===== src/rtl/pll_pkg.sv =====
package pll_pkg;
  function automatic int imax(input int a, input int b);
    return (a > b) ? a : b;
  endfunction
endpackage


===== src/rtl/pll_gain_mul.sv =====
module pll_gain_mul #(
  parameter int IN_W  = 16,
  parameter int G_W   = 16,
  parameter int FRAC  = 8,
  parameter int OUT_W = 32,
  parameter logic signed [G_W-1:0] GAIN = '0
) (
  input  logic signed [IN_W-1:0]  x_i,
  output logic signed [OUT_W-1:0] y_o
);
  localparam int PW = IN_W + G_W + 1;

  logic signed [PW-1:0] prod, rnd, shf;

  assign prod = PW'(x_i) * PW'(GAIN);
  // round half up, then drop fraction bits
  assign rnd  = prod + (PW'(1) <<< (FRAC - 1));
  assign shf  = rnd >>> FRAC;
  assign y_o  = OUT_W'(shf);
endmodule


===== src/rtl/pll_clamp.sv =====
module pll_clamp #(
  parameter int IN_W  = 20,
  parameter int OUT_W = 16
) (
  input  logic signed [IN_W-1:0]  x_i,
  output logic signed [OUT_W-1:0] y_o,
  output logic                    clip_o
);
  localparam logic signed [IN_W-1:0] MAXV = {{(IN_W-OUT_W+1){1'b0}}, {(OUT_W-1){1'b1}}};
  localparam logic signed [IN_W-1:0] MINV = {{(IN_W-OUT_W+1){1'b1}}, {(OUT_W-1){1'b0}}};

  logic hi, lo;

  assign hi     = x_i > MAXV;
  assign lo     = x_i < MINV;
  assign clip_o = hi | lo;

  always_comb begin
    if (hi)      y_o = MAXV[OUT_W-1:0];
    else if (lo) y_o = MINV[OUT_W-1:0];
    else         y_o = x_i[OUT_W-1:0];
  end
endmodule


===== src/rtl/pll_sat_acc.sv =====
module pll_sat_acc #(
  parameter int W    = 16,
  parameter int IN_W = 20
) (
  input  logic                clk_i,
  input  logic                rst_ni,
  input  logic                en_i,
  input  logic signed [IN_W-1:0] add_i,
  output logic signed [W-1:0] acc_nxt_o,
  output logic                sat_o
);
  localparam int SW = IN_W + 1;

  logic signed [W-1:0]  acc_q;
  logic signed [SW-1:0] sum;
  logic                 clip;
  logic                 sat_q;

  assign sum = SW'(acc_q) + SW'(add_i);

  pll_clamp #(.IN_W(SW), .OUT_W(W)) u_clamp (
    .x_i    (sum),
    .y_o    (acc_nxt_o),
    .clip_o (clip)
  );

  always_ff @(posedge clk_i or negedge rst_ni) begin
    if (!rst_ni) begin
      acc_q <= '0;
      sat_q <= 1'b0;
    end else if (en_i) begin
      acc_q <= acc_nxt_o;
      sat_q <= clip;
    end
  end

  assign sat_o = sat_q;
endmodule


===== src/rtl/pll_sample_ctr.sv =====
module pll_sample_ctr #(
  parameter int CNT_W   = 24,
  parameter int FW      = 32,
  parameter int NOM_INC = 1024
) (
  input  logic                 clk_i,
  input  logic                 rst_ni,
  input  logic signed [FW-1:0] freq_i,
  output logic [CNT_W-1:0]     phase_o,
  output logic                 tick_o
);
  localparam int SW = pll_pkg::imax(FW, CNT_W + 1) + 2;
  localparam logic signed [SW-1:0] MAXC = {{(SW-CNT_W){1'b0}}, {CNT_W{1'b1}}};

  logic signed [SW-1:0] step_full;
  logic [CNT_W-1:0]     step;
  logic [CNT_W:0]       sum;
  logic [CNT_W-1:0]     ph_q;
  logic                 tick_q;

  assign step_full = SW'(freq_i) + SW'(NOM_INC);

  // counter never runs backward and never skips a whole period
  always_comb begin
    if (step_full < 0)         step = '0;
    else if (step_full > MAXC) step = MAXC[CNT_W-1:0];
    else                       step = step_full[CNT_W-1:0];
  end

  assign sum = {1'b0, ph_q} + {1'b0, step};

  always_ff @(posedge clk_i or negedge rst_ni) begin
    if (!rst_ni) begin
      ph_q   <= '0;
      tick_q <= 1'b0;
    end else begin
      ph_q   <= sum[CNT_W-1:0];
      tick_q <= sum[CNT_W];
    end
  end

  assign phase_o = ph_q;
  assign tick_o  = tick_q;
endmodule


===== src/rtl/pll_loop_filter.sv =====
module pll_loop_filter #(
  parameter int W_PH    = 16,
  parameter int W_FD    = 16,
  parameter int W_ACC   = 32,
  parameter int FRAC    = 16,
  parameter int G_W     = 20,
  parameter logic signed [G_W-1:0] KP = 20'sd2048,
  parameter logic signed [G_W-1:0] KI = 20'sd16,
  parameter logic signed [G_W-1:0] KF = 20'sd256,
  parameter int CNT_W   = 24,
  parameter int NOM_INC = 1048576
) (
  input  logic                    clk_i,
  input  logic                    rst_ni,
  input  logic                    upd_i,
  input  logic signed [W_PH-1:0]  phase_i,
  input  logic signed [W_PH-1:0]  asym_i,
  input  logic signed [W_FD-1:0]  fdev_i,
  input  logic                    fdev_vld_i,
  output logic signed [W_ACC-1:0] freq_o,
  output logic                    sat_o,
  output logic [CNT_W-1:0]        phase_o,
  output logic                    tick_o
);
  localparam int ERR_W  = W_PH + 1;
  localparam int TERM_W = pll_pkg::imax(ERR_W, W_FD) + G_W - FRAC + 1;
  localparam int SUM_W  = pll_pkg::imax(TERM_W, W_ACC) + 2;

  logic signed [ERR_W-1:0] err;
  logic signed [W_FD-1:0]  fd;
  logic signed [SUM_W-1:0] p_t, i_t, f_t, inc;
  logic signed [W_ACC-1:0] acc_nxt;
  logic signed [SUM_W:0]   fsum;
  logic signed [W_ACC-1:0] fnew;
  logic                    fclip;
  logic signed [W_ACC-1:0] freq_q;

  assign err = ERR_W'(phase_i) - ERR_W'(asym_i);
  assign fd  = fdev_vld_i ? fdev_i : '0;

  pll_gain_mul #(.IN_W(ERR_W), .G_W(G_W), .FRAC(FRAC), .OUT_W(SUM_W), .GAIN(KP)) u_mul_p (
    .x_i (err), .y_o (p_t));
  pll_gain_mul #(.IN_W(ERR_W), .G_W(G_W), .FRAC(FRAC), .OUT_W(SUM_W), .GAIN(KI)) u_mul_i (
    .x_i (err), .y_o (i_t));
  pll_gain_mul #(.IN_W(W_FD), .G_W(G_W), .FRAC(FRAC), .OUT_W(SUM_W), .GAIN(KF)) u_mul_f (
    .x_i (fd), .y_o (f_t));

  // phase integral and frequency feed share one integrator
  assign inc = i_t + f_t;

  pll_sat_acc #(.W(W_ACC), .IN_W(SUM_W)) u_acc (
    .clk_i     (clk_i),
    .rst_ni    (rst_ni),
    .en_i      (upd_i),
    .add_i     (inc),
    .acc_nxt_o (acc_nxt),
    .sat_o     (sat_o)
  );

  assign fsum = (SUM_W+1)'(p_t) + (SUM_W+1)'(acc_nxt);

  pll_clamp #(.IN_W(SUM_W+1), .OUT_W(W_ACC)) u_fclamp (
    .x_i    (fsum),
    .y_o    (fnew),
    .clip_o (fclip)
  );

  always_ff @(posedge clk_i or negedge rst_ni) begin
    if (!rst_ni)    freq_q <= '0;
    else if (upd_i) freq_q <= fnew;
  end

  assign freq_o = freq_q;

  pll_sample_ctr #(.CNT_W(CNT_W), .FW(W_ACC), .NOM_INC(NOM_INC)) u_ctr (
    .clk_i   (clk_i),
    .rst_ni  (rst_ni),
    .freq_i  (freq_q),
    .phase_o (phase_o),
    .tick_o  (tick_o)
  );

  logic unused_ok;
  assign unused_ok = fclip;
endmodule


===== config.mk =====
export PLATFORM = sky130hd
export DESIGN_NAME = pll_loop_filter
export DESIGN_NICKNAME = d
export VERILOG_FILES = /design/src/rtl/pll_pkg.sv /design/src/rtl/pll_gain_mul.sv /design/src/rtl/pll_clamp.sv /design/src/rtl/pll_sat_acc.sv /design/src/rtl/pll_sample_ctr.sv /design/src/rtl/pll_loop_filter.sv
export SDC_FILE = /design/constraint.sdc
export NUM_CORES = 1
export LEC_CHECK = 0
export ABC_AREA = 1
export BUFFER_PORTS_ARGS = -buffer_cell sky130_fd_sc_hd__buf_2
export CORE_MARGIN = 4
export CORE_UTILIZATION = 25
export CTS_CLUSTER_DIAMETER = 200
export DETAILED_ROUTE_END_ITERATION = 10
export PLACE_DENSITY_LB_ADDON = 0.15
export SLEW_MARGIN = 0
export SYNTH_ARGS = -nofsm -noshare
export SYNTH_HDL_FRONTEND = slang
export SYNTH_SLANG_ARGS = --single-unit

===== constraint.sdc =====
create_clock -name clk_i -period 9.75 [get_ports clk_i]
set_input_delay 1.4625 -clock clk_i [delete_from_list [all_inputs] [get_ports clk_i]]
set_output_delay 1.4625 -clock clk_i [all_outputs]
set_load 0.05 [all_outputs]

; Yosys cells after proc, flatten, opt, wreduce, memory -nomap -nowiden
; Index checks and enable logic that the tools add are counted.
[word_totals]
reg_bits = 90
wordCells = 28
out_inout_bits = 58
[op_classes]
mux = 7
bitwise_logic = 1
n_addsub = 9
order_cmp = 6
[ops]
columns = cell, count
row1 = $mux W32, 4
row2 = $mux W24, 2
row3 = $gt A35 B32 Y1 const B, 1
row4 = $lt A35 B32 Y1 const B, 1
row5 = $gt A34 B25 Y1 const B, 1
row6 = $lt A34 B1 Y1 const B, 1
row7 = $add A13 B32 Y33, 1
row8 = $add A32 B10 Y33, 1
row9 = $add A32 B22 Y33 const B, 1
row10 = $gt A33 B32 Y1 const B, 1
row11 = $lt A33 B32 Y1 const B, 1
row12 = $add A28 B17 Y29 const B, 1
row13 = $add A24 B17 Y25 const B, 1
row14 = $add A24 B24 Y25, 1
row15 = $add A21 B17 Y22 const B, 1
row16 = $sub A16 B16 Y17, 1
row17 = $mux W16, 1
row18 = $add A6 B9 Y10, 1
row19 = $or A1 B1 Y1, 1

; Longest topological paths before layout
; Gate-level depths: netlist (run 1).
[logic_depth]
depth_word = 11
mapped_depth = 58

; Hierarchy
; Synthesis (run 1) repeated with hierarchy kept, for this count alone.
[hier_totals]
cells_unflattened = 2544
hier_area_um2 = 15318.4
[by_module_without_submodules]
columns = mod, instances, cells_each, seq_area_each_um2, area_per_inst_um2
row1 = pll_loop_filter, 1, 1205, 800.8, 6887.9
row2 = pll_sat_acc, 1, 554, 825.8, 3644.7
row3 = pll_sample_ctr, 1, 438, 625.6, 2917.8
row4 = pll_clamp, 2, 77, 0.0, 340.3
row5 = pll_gain_mul at u_mul_p, 1, 83, 0.0, 496.7
row6 = pll_gain_mul at u_mul_f, 1, 64, 0.0, 372.9
row7 = pll_gain_mul at u_mul_i, 1, 46, 0.0, 317.8

; Least setup slack after synthesis (run 1)
; No wires, ideal clock.
[synth_path]
path_kind = in2reg
from = input port asym_i[11]
to = register freq_q[28] (netlist: freq_o[28])
t_arrival_ps = 7725
path_stages = 47
setup_slack_ps = 1907
t_required_ps = 9632
cell_sequence = inv_1 -> ha_1 -> nand2_1 -> nor2_1 -> nand3_1 -> o21ai_2 -> xor2_1 -> ha_1 -> inv_1 -> nor2_4 -> nand2_4 -> nand3_4 -> nand2_1 -> inv_1 -> ha_1 -> ha_1 -> nand2_1 -> nor2_1 -> (+11 left out) -> a21oi_1 -> ha_1 -> fa_1 -> nand3_1 -> nand2_1 -> a21oi_1 -> o21bai_1 -> nand2_1 -> nand2_1 -> nand4_1 -> nand3_1 -> nand2_1 -> nand2_1 -> buf_2 -> nand2_1 -> nand2_1 -> nand2_1 -> nand2_1
[synth_via]
elab_chain_cells = 11
[synth_rtl]
columns = element, line
row1 = from (decl), pll_loop_filter.sv:17  ; input logic signed [W_PH-1:0] asym_i,
row2 = $sub A16 B16 Y17 (*), pll_loop_filter.sv:38  ; assign err = ERR_W'(phase_i) - ERR_W'(asym_i);
row3 = $add A21 B17 Y22 (*), pll_gain_mul.sv:17  ; assign rnd = prod + (PW'(1) <<< (FRAC - 1));
row4 = $add A6 B9 Y10 (*), pll_loop_filter.sv:49  ; assign inc = i_t + f_t;
row5 = $add A32 B10 Y33 (*), pll_sat_acc.sv:19  ; assign sum = SW'(acc_q) + SW'(add_i);
row6 = $lt A35 B32 Y1, pll_clamp.sv:15  ; assign lo = x_i < MINV;
row7 = $mux W32, pll_clamp.sv:20  ; else if (lo) y_o = MINV[OUT_W-1:0];
row8 = $mux W32 (*), pll_clamp.sv:19  ; if (hi) y_o = MAXV[OUT_W-1:0];
row9 = via acc_nxt[31], pll_loop_filter.sv:32  ; logic signed [W_ACC-1:0] acc_nxt;
row10 = $add A13 B32 Y33 (*), pll_loop_filter.sv:60  ; assign fsum = (SUM_W+1)'(p_t) + (SUM_W+1)'(acc_nxt);
row11 = $lt A33 B32 Y1, pll_clamp.sv:15
row12 = $mux W32, pll_clamp.sv:20
row13 = $mux W32 (*), pll_clamp.sv:19
row14 = to (signal assigned), pll_loop_filter.sv:70  ; else if (upd_i) freq_q <= fnew;
row15 = to (decl), pll_loop_filter.sv:36  ; logic signed [W_ACC-1:0] freq_q;
; Mark *: on every way through the listed nets, which the timed path passes. The rest lies on a longest branch.
; A chain may end at the register's enable or synchronous reset.

; Worst setup path in the final report (run 1)
[layout_path]
from = input port asym_i[11]
to = register freq_q[1] (netlist: freq_o[1])
; The elaborated chain is that of the path after synthesis.

==> metrics.txt, run 1 <==
outcome complete, no violations; post-synth cell types 50; CTS Buffer Depth 2; max cap viols 0; Via Count 10390; yosys warns 0; Worst Reg-to-Reg Cells 34; Antenna diodes 0; GRT Util Overall 14.40%; Hold Fails Final Rpt 0; min Tclk post-route 8495 ps; vias in the first global route 10540; Setup CP Type primary input to register; Final TNS setup 0 ps; unrepaired setup endpoints after global routing no; Reg area 2252 µm²; crit-path most repeated cell nand2_1; Placer Congestion 0.8711; DRT Wirelength 32910 µm; largest net degree at the start of global routing 74; Setup Fix Bufs, Post-CTS 0; Worst path slowest cell ha_1; Critical Path Stages 53; DRC 0; First-pass DRT Iterations 5; register area share after synthesis 20.70%; Die W 216.6 µm; CTS buffer count 9; CTS resizes 0; final setup violation count 0; Hold Path Stages 2; Net Count, Synth 1830; global-route wire length before repair 55080 µm; Critical Path End Type register; Arr. time, crit path 8750 ps; Hold Path Class register to register; Layout area overhead 14.54%; num rows 76; crit-path max FO 25; crit start category primary input; IO buf count 102; CP required 10010 ps; core box area 43080 µm²; most frequent cells in the layout nand2_1 (542), inv_1 (214), ha_1 (134); worst relative slew slack 37.09%; Worst-Skew Late Latency 370 ps; GRT overflow 0; max-slew violations 0; number of H-tree levels 3; syn_area_per_cell 6.651 µm²; wire length per cell 14.12 µm; vias per inst 4.459; Top FF cell, synth dfrtp_1; #FFs+latches synth 90; Synth async-reset ratio 100.0%; Synth Cell Area 10880 µm²; max incr delay on CP 390 ps; commonest non-fill, non-tap cell in the layout nand2_1; EDFF count, synth 0; WP buf/inv 11; initial antenna violation count 0; Post-Route Skew 10.61 ps; IO Count 110; crit-path leading delay family simple AND/OR/NAND/NOR gates; multi-input logic area 7615 µm²; Worst-path clk slew 80 ps; Clock Tree Root clkbuf_16; dpl hpwl 27220 µm; Starting Density 25.26%; Final #Nets 1934; die area 46920 µm²; Synth Instances 1636; CTS Hold Buffers Added 0; final worst path period share 87.12%; initial DRC count 539; fillers 4874; CTS tree yes; Final ANT Viol Nets 0; share of layout cells above drive strength 1 12.84%; Peak Freq 0.1177 GHz; Die H 216.6 µm; clock tree sinks 90; worst-margin pin slew 943.6 ps
worst register-to-register path: cells and delay by family, from the launching register on:
| family | cells | cell delay, ps |
|---|---|---|
| simple gates | 18 | 1920 |
| compound gates | 5 | 1060 |
| fa+ha+maj | 5 | 1620 |
| buf+inv | 5 | 540 |
| flops | 1 | 320 |
| xor+xnor | 1 | 240 |
stage by stage:
stage	instance area (µm²)	util, %	hold WS, ps	worst slack, ps	cells
6_report	12460	28.93	490.3	1255	2330
5_1_grt	12460	28.93	512.7	393.9	2330
4_1_cts	12460	28.93	497.6	1283	2330
3_5_place_dp	12130	28.15	476.7	892.7	2314
3_3_place_gp	12130	28.15	472.8	905.4	2314
2_1_floorplan	10880	-	455.3	1907	1636
cell families (layout without fill, tap and decap cells):
logic type / after synthesis / after routing / synth area share [%]
simple gates: 787 / 787 / 31.07
mux: 1 / 1 / 0.09200
fa+ha+maj: 142 / 142 / 16.88
compound gates: 257 / 257 / 13.22
flops: 90 / 90 / 20.70
buf+inv: 252 / 361 / 9.349
xor+xnor: 107 / 107 / 8.682
flip-flops by register name, summed over array words and instances, names as in the netlist:
register and flops:
freq_o 32, u_acc.sat_o 1, u_acc.acc_q 32, u_ctr.tick_o 1, u_ctr.phase_o 24
cells in the mapped netlist, types with 16 or more instances:
library cell	instances	area share, %
dfrtp_1	90	21
o21ai_0	80	3.7
nand2_1	542	19
a21oi_1	112	5.2
ha_1	134	15
xor2_1	70	5.6
nand2_2	54	3.1
nand3_1	51	2.3
nor2_1	84	2.9
nor3_1	16	0.74
inv_1	214	7.4
xnor2_1	36	2.9
final timing paths:
check / from / endpoint / slack [ps]
max reg2reg: u_acc.acc_q[1] / freq_o[1] / 3940
min reg2reg: u_acc.acc_q[8] / u_acc.acc_q[8] / 490
min in group asynchronous: rst_ni / u_ctr.phase_o[7] / 1020
max in group asynchronous: rst_ni / freq_o[27] / 7440
min: u_acc.acc_q[8] / u_acc.acc_q[8] / 490
max: asym_i[11] / freq_o[1] / 1260
final cells by class:
class | count | share of cell area (%)
Sequential cell | 90 | 18.07
Clock buffer | 10 | 1.918
Inverter | 219 | 6.596
Clock inverter | 6 | 0.7731
Multi-Input combinational cell | 1294 | 61.10
Tap cell | 585 | 5.873
Timing Repair Buffer | 126 | 5.663
metal layers:
layer | track usage [%] | up-vias | routed length, µm
met5 | 0 | - | 0
met4 | 3.286 | 0 | 518
met3 | 1.921 | 20 | 1179
met2 | 24.11 | 173 | 15070
met1 | 19.79 | 4746 | 16130
li1 | - | 5450 | -
Power of run 1 is not shown: default switching activity piles up to over one toggle a cycle in this logic, so the estimate is an artifact.
==> run 2, diff against run 1 <==
- CELL_PAD_IN_SITES_DETAIL_PLACEMENT: not set -> 1
- CELL_PAD_IN_SITES_GLOBAL_PLACEMENT: not set -> 1
==> run 2 against run 1 <==
  * Flip-flop and latch count did not move
  * Clock skew rose by 2.7 ps
  * Design area fell by 0.23%
  * Core utilization fell by 0.067 points
  * Largest cell class unchanged
==> metrics.txt, run 2 (synthesis gave the netlist of run 1 again) <==
Crit Reg-Reg Startpoint u_acc.acc_q[1]; Cells after DPL 2314 (unchanged); number of H-tree levels 3 (unchanged); Worst path slowest cell ha_1; Worst Setup SP phase_i[11]; Placer Congestion 0.8397 (-3.6%); num rows 76 (unchanged); core box area 43080 µm² (unchanged); largest net degree at the start of global routing 73 (-1.4%); Critical Path End Type register; Final ANT Viol Nets 0 (unchanged); clock tree sinks 90 (unchanged); Reg area 2252 µm² (unchanged); CTS buffer count 9 (unchanged); Via Count 10510 (+1.2%); Layout Cells excl Fill 2330 (unchanged); Peak Freq 0.1163 GHz (-1.2%); crit start category primary input; vias per inst 4.512 (+1.2%); DRT Wirelength 35780 µm (+8.7%); Setup CP Type primary input to register; Worst-path clk slew 70 ps (about the same); most frequent cells in the layout nand2_1 (542), inv_1 (213), ha_1 (134); crit-path most repeated cell nand2_1; Util after Layout 28.86% (-0.067 points); vias in the first global route 11190 (+6.2%); worst-margin pin slew 1091 ps (+147.2 ps); Hold Fails Final Rpt 0 (unchanged); CTS Hold Buffers Added 0 (unchanged); First-pass DRT Iterations 5 (unchanged); CTS Buffer Depth 2 (unchanged); wire length per cell 15.36 µm (+8.7%); CTS tree yes; Final #Nets 1934 (unchanged); fillers 5490 (+13%); Worst-Skew Late Latency 360 ps (about the same); Die W 216.6 µm (unchanged); Post-Route Skew 13.35 ps (+2.742 ps); HP Start u_acc.acc_q[16]; die area 46920 µm² (unchanged); Starting Density 25.26% (unchanged); CTS resizes 0 (unchanged); Final TNS setup 0 ps (unchanged); GRT overflow 0 (unchanged); max cap viols 0 (unchanged); unrepaired setup endpoints after global routing no; Die H 216.6 µm (unchanged); DRC 0 (unchanged); GRT Util Overall 15.38% (+0.98 points); Arr. time, crit path 8810 ps (+60 ps); global-route wire length before repair 58950 µm (+7.0%); Clock Tree Root clkbuf_16; Hold Path Class register to register; initial DRC count 375 (-30%); final setup violation count 0 (unchanged); share of layout cells above drive strength 1 12.78% (-0.057 points); IO buf count 102 (unchanged); max-slew violations 0 (unchanged); CP required 9960 ps (-50 ps); dpl hpwl 30330 µm (+11%); commonest non-fill, non-tap cell in the layout nand2_1; initial antenna violation count 0 (unchanged); outcome complete, no violations; IO Count 110 (unchanged); multi-input logic area 7611 µm² (about the same); Layout area overhead 14.27%; worst relative slew slack 26.83% (-10 points); crit-path max FO 31 (+24%); Antenna diodes 0 (unchanged); min Tclk post-route 8601 ps (+106.4 ps); Setup Fix Bufs, Post-CTS 0 (unchanged); max incr delay on CP 370 ps (-20 ps); final worst path period share 88.22% (+1.1 points)
[run 2: final timing paths]
kind,endpoint,slack [ps],cells after the start
max in group asynchronous,u_acc.acc_q[2],7530,2
worst max-delay path,freq_o[20],1150,46
worst max register to register,freq_o[20],3950,34
worst min-delay path,u_acc.acc_q[16],500,2
worst min register to register,u_acc.acc_q[16],500,2
min in group asynchronous,u_ctr.phase_o[7],1090,1
[run 2: final cells by class]
| type | instances | share of cell area [%] |
|---|---|---|
| Inverter | 219 | 6.612 |
| Sequential cell | 90 | 18.11 |
| Tap cell | 585 | 5.887 |
| Timing Repair Buffer | 126 | 5.877 |
| Multi-Input combinational cell | 1294 | 61.22 |
| Clock buffer | 9 | 1.811 |
| Clock inverter | 7 | 0.4830 |
[run 2: worst max-delay path: cells and delay by family]
| family | cells | cell delay, ps |
|---|---|---|
| AND/OR/NAND/NOR | 22 | 2490 |
| adder cells (fa/ha/maj) | 6 | 1690 |
| AO/OA/AOI/OAI | 9 | 1670 |
| buffers and inverters | 7 | 880 |
| XOR/XNOR | 2 | 590 |
[run 2: per-stage QoR]
step / area, µm² / hold WS [ps] / setup WS (ps)
after global placement: 12150 / 479.4 / 834.0
after CTS: 12430 / 500.6 / 1026
after floorplan: 10880 / 455.3 / 1907
final: 12430 / 496.3 / 1149
after global routing: 12430 / 510.1 / 251.7
after detailed placement: 12150 / 480.4 / 672.7
[run 2: metal layers]
layer / routed length (µm) / vias up / GRT usage [%]
met1: 17600 / 4975 / 20.85
met3: 742 / 10 / 1.697
met2: 17260 / 98 / 27.15
li1: - / 5429 / -
met5: 0 / - / 0
met4: 170 / 0 / 1.856
Power of run 2 is left out for the same reason.
